===== src/rtl/ser_ctrl_pkg.sv =====
package ser_ctrl_pkg;

  localparam int FRAME_BITS = 16;
  localparam int HDR_BITS   = 8;

  localparam logic [6:0] ADDR_SRC_EN    = 7'h00;
  localparam logic [6:0] ADDR_CTRL_BASE = 7'h01;
  localparam logic [6:0] ADDR_GIE       = 7'h20;
  localparam logic [6:0] ADDR_STATUS    = 7'h21;
  localparam logic [6:0] ADDR_DEV_ID    = 7'h3E;

  typedef enum logic {
    DIR_WRITE = 1'b0,
    DIR_READ  = 1'b1
  } dir_e;

endpackage


===== src/rtl/ser_sync.sv =====
module ser_sync #(
  parameter int   W       = 1,
  parameter int   STAGES  = 2,
  parameter logic RST_VAL = 1'b0
) (
  input  logic         clk,
  input  logic         rst_n,
  input  logic [W-1:0] d,
  output logic [W-1:0] q
);

  logic [W-1:0] stg_q [STAGES];

  genvar s;
  generate
    for (s = 0; s < STAGES; s++) begin : g_stage
      always_ff @(posedge clk or negedge rst_n) begin
        if (!rst_n) begin
          stg_q[s] <= {W{RST_VAL}};
        end else begin
          if (s == 0) stg_q[s] <= d;
          else        stg_q[s] <= stg_q[(s == 0) ? 0 : s-1];
        end
      end
    end
  endgenerate

  assign q = stg_q[STAGES-1];

endmodule


===== src/rtl/ser_frame.sv =====
module ser_frame
  import ser_ctrl_pkg::*;
(
  input  logic       clk,
  input  logic       rst_n,
  input  logic       sclk_s,
  input  logic       cs_n_s,
  input  logic       sdi_s,
  input  logic [7:0] rd_data,
  output logic       cs_act,
  output logic       rd_stb,
  output logic [6:0] rd_addr,
  output logic       wr_stb,
  output logic [6:0] wr_addr,
  output logic [7:0] wr_data,
  output logic       sdo_data,
  output logic       sdo_oe
);

  localparam int CW = $clog2(FRAME_BITS + 1);
  localparam logic [CW-1:0] LAST_HDR  = CW'(HDR_BITS - 1);
  localparam logic [CW-1:0] FIRST_DAT = CW'(HDR_BITS);
  localparam logic [CW-1:0] LAST_BIT  = CW'(FRAME_BITS - 1);
  localparam logic [CW-1:0] DONE      = CW'(FRAME_BITS);

  logic          sclk_d_q;
  logic [CW-1:0] cnt_q, cnt_n;
  logic [6:0]    sh_q, sh_n;
  dir_e          dir_q, dir_n;
  logic [6:0]    addr_q, addr_n;
  logic [7:0]    out_q, out_n;
  logic          sdo_q, sdo_n;
  logic          oe_q, oe_n;
  logic          rise, fall;

  assign cs_act = ~cs_n_s;
  assign rise   = sclk_s & ~sclk_d_q;
  assign fall   = ~sclk_s & sclk_d_q;

  always_comb begin
    cnt_n   = cnt_q;
    sh_n    = sh_q;
    dir_n   = dir_q;
    addr_n  = addr_q;
    out_n   = out_q;
    sdo_n   = sdo_q;
    oe_n    = oe_q;
    rd_stb  = 1'b0;
    wr_stb  = 1'b0;
    rd_addr = {sh_q[5:0], sdi_s};
    wr_addr = addr_q;
    wr_data = {sh_q, sdi_s};
    if (!cs_act) begin
      cnt_n = '0;
      oe_n  = 1'b0;
      dir_n = DIR_WRITE;
    end else begin
      if (rise && (cnt_q < DONE)) begin
        sh_n  = {sh_q[5:0], sdi_s};
        cnt_n = cnt_q + 1'b1;
        if (cnt_q == LAST_HDR) begin
          dir_n  = dir_e'(sh_q[6]);
          addr_n = {sh_q[5:0], sdi_s};
          if (dir_e'(sh_q[6]) == DIR_READ) begin
            rd_stb = 1'b1;
            out_n  = rd_data;
          end
        end
        if ((cnt_q == LAST_BIT) && (dir_q == DIR_WRITE)) begin
          wr_stb = 1'b1;
        end
      end
      if (fall) begin
        if ((dir_q == DIR_READ) && (cnt_q >= FIRST_DAT) && (cnt_q < DONE)) begin
          sdo_n = out_q[7];
          out_n = {out_q[6:0], 1'b0};
          oe_n  = 1'b1;
        end else begin
          oe_n  = 1'b0;
        end
      end
    end
  end

  always_ff @(posedge clk or negedge rst_n) begin
    if (!rst_n) begin
      sclk_d_q <= 1'b0;
      cnt_q    <= '0;
      sh_q     <= '0;
      dir_q    <= DIR_WRITE;
      addr_q   <= '0;
      out_q    <= '0;
      sdo_q    <= 1'b0;
      oe_q     <= 1'b0;
    end else begin
      sclk_d_q <= sclk_s;
      cnt_q    <= cnt_n;
      sh_q     <= sh_n;
      dir_q    <= dir_n;
      addr_q   <= addr_n;
      out_q    <= out_n;
      sdo_q    <= sdo_n;
      oe_q     <= oe_n;
    end
  end

  assign sdo_data = sdo_q;
  assign sdo_oe   = oe_q;

endmodule


===== src/rtl/ser_regs.sv =====
module ser_regs
  import ser_ctrl_pkg::*;
#(
  parameter int               NSRC     = 4,
  parameter int               NCTRL    = 4,
  parameter logic [7:0]       DEV_ID   = 8'h5A,
  parameter logic [NCTRL*8-1:0] CTRL_RST = '0
) (
  input  logic               clk,
  input  logic               rst_n,
  input  logic               wr_stb,
  input  logic [6:0]         wr_addr,
  input  logic [7:0]         wr_data,
  input  logic [6:0]         rd_addr,
  input  logic [NSRC-1:0]    status,
  output logic [7:0]         rd_data,
  output logic [NSRC-1:0]    src_en,
  output logic               gie,
  output logic [NCTRL*8-1:0] ctrl_flat
);

  logic [NSRC-1:0] src_en_q;
  logic            gie_q;
  logic            src_we, gie_we;

  assign src_we = wr_stb && (wr_addr == ADDR_SRC_EN);
  assign gie_we = wr_stb && (wr_addr == ADDR_GIE);

  always_ff @(posedge clk or negedge rst_n) begin
    if (!rst_n) begin
      src_en_q <= '0;
      gie_q    <= 1'b0;
    end else begin
      if (src_we) src_en_q <= wr_data[NSRC-1:0];
      if (gie_we) gie_q    <= wr_data[0];
    end
  end

  genvar g;
  generate
    for (g = 0; g < NCTRL; g++) begin : g_ctrl
      localparam logic [6:0] A = ADDR_CTRL_BASE + 7'(g);
      logic [7:0] byte_q;
      logic       we;
      assign we = wr_stb && (wr_addr == A);
      always_ff @(posedge clk or negedge rst_n) begin
        if (!rst_n)  byte_q <= CTRL_RST[g*8 +: 8];
        else if (we) byte_q <= wr_data;
      end
      assign ctrl_flat[g*8 +: 8] = byte_q;
    end
  endgenerate

  always_comb begin
    rd_data = 8'h00;
    case (rd_addr)
      ADDR_SRC_EN: rd_data[NSRC-1:0] = src_en_q;
      ADDR_GIE:    rd_data[0]        = gie_q;
      ADDR_STATUS: rd_data[NSRC-1:0] = status;
      ADDR_DEV_ID: rd_data           = DEV_ID;
      default: begin
        for (int i = 0; i < NCTRL; i++) begin
          if (rd_addr == ADDR_CTRL_BASE + 7'(i)) rd_data = ctrl_flat[i*8 +: 8];
        end
      end
    endcase
  end

  assign src_en = src_en_q;
  assign gie    = gie_q;

endmodule


===== src/rtl/ser_irq.sv =====
module ser_irq #(
  parameter int NSRC = 4
) (
  input  logic            clk,
  input  logic            rst_n,
  input  logic [NSRC-1:0] alarm_s,
  input  logic            clr_stb,
  input  logic [NSRC-1:0] src_en,
  input  logic            gie,
  output logic [NSRC-1:0] status,
  output logic [NSRC-1:0] chg,
  output logic            irq_n
);

  logic [NSRC-1:0] prev_q;
  logic [NSRC-1:0] stat_q, stat_n;
  logic            irq_q, irq_nx;

  assign chg = alarm_s ^ prev_q;

  always_comb begin
    stat_n = stat_q;
    if (clr_stb) stat_n = '0;
    stat_n = stat_n | chg;
    irq_nx = ~(gie & |(stat_q & src_en));
  end

  always_ff @(posedge clk or negedge rst_n) begin
    if (!rst_n) begin
      prev_q <= '0;
      stat_q <= '0;
      irq_q  <= 1'b1;
    end else begin
      prev_q <= alarm_s;
      stat_q <= stat_n;
      irq_q  <= irq_nx;
    end
  end

  assign status = stat_q;
  assign irq_n  = irq_q;

endmodule


===== src/rtl/ser_ctrl_port.sv =====
module ser_ctrl_port
  import ser_ctrl_pkg::*;
#(
  parameter int                 NSRC        = 4,
  parameter int                 NCTRL       = 4,
  parameter int                 SYNC_STAGES = 2,
  parameter logic [7:0]         DEV_ID      = 8'h5A,
  parameter logic [NCTRL*8-1:0] CTRL_RST    = '0
) (
  input  logic               clk,
  input  logic               rst_n,
  input  logic               cs_n,
  input  logic               sclk,
  input  logic               sdi,
  output logic               sdo_data,
  output logic               sdo_oe,
  output logic               irq_n,
  input  logic [NSRC-1:0]    alarm,
  output logic [NCTRL*8-1:0] ctrl_out
);

  logic [1:0]      rst_sh_q;
  logic            rst_i;
  logic            sclk_s, cs_n_s, sdi_s;
  logic [NSRC-1:0] alarm_s;
  logic            cs_act, rd_stb, wr_stb;
  logic [6:0]      rd_addr, wr_addr;
  logic [7:0]      wr_data, rd_data;
  logic [NSRC-1:0] status, chg, src_en;
  logic            gie, clr_stb;

  always_ff @(posedge clk or negedge rst_n) begin
    if (!rst_n) rst_sh_q <= 2'b00;
    else        rst_sh_q <= {rst_sh_q[0], 1'b1};
  end
  assign rst_i = rst_sh_q[1];

  ser_sync #(.W(2), .STAGES(SYNC_STAGES), .RST_VAL(1'b0)) u_sync_lo (
    .clk(clk), .rst_n(rst_i), .d({sclk, sdi}), .q({sclk_s, sdi_s})
  );
  ser_sync #(.W(1), .STAGES(SYNC_STAGES), .RST_VAL(1'b1)) u_sync_cs (
    .clk(clk), .rst_n(rst_i), .d(cs_n), .q(cs_n_s)
  );
  ser_sync #(.W(NSRC), .STAGES(SYNC_STAGES), .RST_VAL(1'b0)) u_sync_alm (
    .clk(clk), .rst_n(rst_i), .d(alarm), .q(alarm_s)
  );

  ser_frame u_frame (
    .clk(clk), .rst_n(rst_i), .sclk_s(sclk_s), .cs_n_s(cs_n_s), .sdi_s(sdi_s),
    .rd_data(rd_data), .cs_act(cs_act), .rd_stb(rd_stb), .rd_addr(rd_addr),
    .wr_stb(wr_stb), .wr_addr(wr_addr), .wr_data(wr_data),
    .sdo_data(sdo_data), .sdo_oe(sdo_oe)
  );

  ser_regs #(.NSRC(NSRC), .NCTRL(NCTRL), .DEV_ID(DEV_ID), .CTRL_RST(CTRL_RST)) u_regs (
    .clk(clk), .rst_n(rst_i), .wr_stb(wr_stb), .wr_addr(wr_addr), .wr_data(wr_data),
    .rd_addr(rd_addr), .status(status), .rd_data(rd_data), .src_en(src_en),
    .gie(gie), .ctrl_flat(ctrl_out)
  );

  assign clr_stb = rd_stb && (rd_addr == ADDR_STATUS);

  ser_irq #(.NSRC(NSRC)) u_irq (
    .clk(clk), .rst_n(rst_i), .alarm_s(alarm_s), .clr_stb(clr_stb),
    .src_en(src_en), .gie(gie), .status(status), .chg(chg), .irq_n(irq_n)
  );

endmodule


===== config.mk =====
export PLATFORM = sky130hd
export DESIGN_NAME = ser_ctrl_port
export DESIGN_NICKNAME = d
export VERILOG_FILES = /design/src/rtl/ser_ctrl_pkg.sv /design/src/rtl/ser_sync.sv /design/src/rtl/ser_frame.sv /design/src/rtl/ser_regs.sv /design/src/rtl/ser_irq.sv /design/src/rtl/ser_ctrl_port.sv
export SDC_FILE = /design/constraint.sdc
export NUM_CORES = 1
export LEC_CHECK = 0
export BUFFER_PORTS_ARGS = -buffer_cell sky130_fd_sc_hd__buf_2
export CORE_MARGIN = 2
export CORE_UTILIZATION = 60
export DETAILED_ROUTE_END_ITERATION = 10
export HOLD_SLACK_MARGIN = 0.08
export PLACE_DENSITY = 0.9
export REMOVE_ABC_BUFFERS = 1
export SETUP_SLACK_MARGIN = 0.2
export SLEW_MARGIN = 20
export SYNTH_ARGS = -nofsm -noshare
export SYNTH_HDL_FRONTEND = slang
export SYNTH_SLANG_ARGS = --single-unit

===== constraint.sdc =====
create_clock -name clk -period 7.4 [get_ports clk]
set_input_delay 1.48 -clock clk [delete_from_list [all_inputs] [get_ports clk]]
set_output_delay 1.48 -clock clk [all_outputs]
set_load 0.01 [all_outputs]

==> impl_results.md <==
* Status: completed
* Fin crit share at 35.3%
* Data required time at the worst endpoint at 7.66 ns
* Hold Path Class: flop to flop
* Die area at 7450 um^2
* Synthesis Warnings at 0
* DRT antenna net count at 0
* Synth cell types at 54
* Finished Layout Cells at 446
* Number of max-cap violations at 0
* Slew headroom at 44.6%
* Final wirelength at 8640 um
* Synth cell count leaders: dfrtp_1, mux2_2, nor2_1
* IO Port Bufs at 43
* Top FF cell, synth: dfrtp_1
* Hpwl dp at 5740 um
* Clock share of power at 31.8%
* Leak pwr at 2.14 nW
* Number of nets in the layout at 375
* TritonCTS clock tree: built
* Final Max Tran Viols at 0
* Hold Worst Slack at 0.355 ns
* Syn avg cell area at 12.5 um^2
* # setup viols final at 0
* Worst slew pin tran at 0.832 ns
* Wire per inst at 19.4 um
* Type of origin of the critical path: flop
* Pwr Total at 1.03 mW
* Sinks on Clock Net at 93
* Bufs on Longest Clock Path at 2
* DIE HEIGHT at 86.3 um
* Crit-path max FO at 8
* Filler Cells Inserted at 452
* GPL Wtd Cong at 0.844
* First-pass GRT wire length at 14300 um
* Clock root buffer master: clkbuf_8
* DR vias/cell at 6.34
* Worst VDD drop at 182 uV
* CTS Hold Buffers Added at 0
* 1st-pass router iterations at 5
* Total gr overflow at 0
* # DRC at 0
* Die X at 86.3 um
* Switching Share at 31.4%
* #FFs+latches synth at 93
* Largest cells by area after synthesis: dfrtp_1, mux2_2, mux2_4
* Min-Delay Path Depth at 0
* Layout Area Growth over Synthesis at 11.3%
* Cell with the most instances after synthesis: dfrtp_1
* Seq pwr share at 59.8%
* Dominant cell type by area after synthesis: dfrtp_1
* Comb pwr share at 8.5%
* Ant. Diodes at 0
* Beginning of the worst hold path: u_sync_alm.stg_q[5]
* Net Sw Power at 0.323 mW
* CTS-repair resized insts at 0
* Top-area cell type share of the netlist area at 55.4%
* Largest net degree at the start of global routing at 92
* Core Region at 6460 um^2
* Worst Reg-to-Reg Cells at 5
* Std cell rows at 29
* Crit path kind: flop to flop
* Via Count at 2828
* Mapped cell area at 4070 um^2
* RSZ-0062 raised after global routing: false
* Post-synth EDFFs at 0
* Worst-Skew Late Latency at 0.37 ns
* Setup bufs post-CTS at 0
* Post-layout minimum cycle time at 2.62 ns
* Peak Freq at 382 MHz
* R2R Setup Slk at 4.78 ns
* FF-to-FF Start: u_frame.cnt_q[4]
* Final core utilization at 70.0%
* H-tree Lvls at 3
* Endpoints failing hold at 0
* Fraction of layout cells with a size suffix above 1 at 34.7%
* Sequential area share after synthesis at 57.3%
* I/O pin cnt at 44
* Initial DRC count at 401
* Cells after DPL at 429
* TritonCTS buffer count at 9
* Worst EP arrival at 2.88 ns
* Worst Setup SP: u_frame.cnt_q[4]
* Async set or reset register ratio after synthesis at 100%
* Starting Density at 62.9%
* Power per cell area at 227 nW/um^2
* Gr usage total at 25.3%
* Post-Synthesis Cells at 325
* Clock Skew at 0.0136 ns
* Setup crit end kind: flop
* Initial antenna violation count at 0
* Reg clk slew, reported paths at 0.10 ns
* Int Power at 0.706 mW
* Setup TNS at 0 ns
* Vias in the first global route at 2815
power groups by stage:
stage                     Sequential, mW  Combinational (mW)  Clock, mW
after floorplan                    0.590              0.0656          0
after global placement             0.621              0.0759          0
final                              0.615              0.0871      0.327
after global routing               0.621              0.0956      0.349
after CTS                          0.615              0.0806      0.332
after detailed placement           0.625              0.0797          0
flip-flops by register name (all words and copies together), names as in the netlist, 2 cells and up:
signal                flops
u_frame.sh_q              7
u_frame.cnt_q             5
u_regs.g_ctrl.byte_q     32
u_sync_alm.q              4
u_irq.prev_q              4
u_frame.wr_addr           7
rst_sh_q                  2
u_regs.src_en             4
u_sync_alm.stg_q          4
u_irq.status              4
u_sync_lo.q               2
u_frame.out_q             8
u_sync_lo.stg_q           2
per-stage QoR:
step / cell area, um^2 / worst slack [ns]
2_1_floorplan: 4000 / 4.62
3_3_place_gp: 4310 / 4.92
3_5_place_dp: 4310 / 4.84
4_1_cts: 4500 / 4.79
5_1_grt: 4520 / 4.63
6_report: 4520 / 4.78
cells in the final DEF, fill, tap and decap left out, drive strengths merged, types with 3 or more instances in the layout:
cell    Yosys  layout
dfrtp      90      90
mux2       54      54
buf         3      44
nor2       22      22
nand2      19      19
o21ai      10      10
a21oi      10      10
clkbuf     13       9
a22oi       7       7
and3        6       6
xor2        6       6
a21o        6       6
a31oi       6       6
nor3        6       6
inv         3       6
a22o        4       4
nor2b       4       4
nor3b       4       4
nand3       4       4
clkinv      0       4
or2         3       3
nand2b      3       3
or3         3       3
o22ai       3       3
nand4       3       3
dfstp       3       3
or3b        3       3
worst max-delay path, stage by stage, from the launching register on:
cell and delay, ns:
dfrtp_1 0.42, or3b_1 0.52, nor4b_4 0.35, nand3_2 0.18, nor3_2 0.61, mux2_2 0.42
path summary, 6_finish.rpt:
check                                             endpoint
worst max-delay path            u_regs.g_ctrl[0].byte_q[5]
worst min-delay path                       u_sync_alm.q[1]
worst max register to register  u_regs.g_ctrl[0].byte_q[5]
worst min register to register             u_sync_alm.q[1]
max in group asynchronous                 u_frame.out_q[5]
min in group asynchronous                  u_irq.prev_q[0]
logic make-up (layout without fill, tap and decap cells):
logic type | after synthesis | count (layout) | share of synthesized area, %
other | 1 | 1 | 0.0922
DFF | 93 | 93 | 57.3
AOI/OAI and AO/OA | 59 | 59 | 9.91
muxes | 56 | 56 | 16.2
buffers and inverters | 19 | 63 | 1.97
xor gates and xnor gates | 7 | 7 | 1.51
and+or+nand+nor | 88 | 88 | 12.4
adders and majority gates | 2 | 2 | 0.615
routing by layer:
metal / share of wire [%] / global-route usage, % / wire, um
met3: 6.8 / 6.95 / 590
met5: 0 / 0 / 0
met1: 43 / 34.9 / 3680
met2: 48 / 39.0 / 4120
met4: 3.0 / 9.38 / 257
area by class of cell:
type / count / area, um^2 / share of cell area [%]
well taps: 77 / 96.3 / 2.13
inverters: 3 / 11.3 / 0.249
clock buffers: 9 / 124 / 2.74
multi-input cells: 213 / 1650 / 36.6
clock inverters: 7 / 67.6 / 1.49
flip-flops and latches: 93 / 2330 / 51.6
repair buffers: 44 / 235 / 5.20
Power figures use the tool's default switching activity.
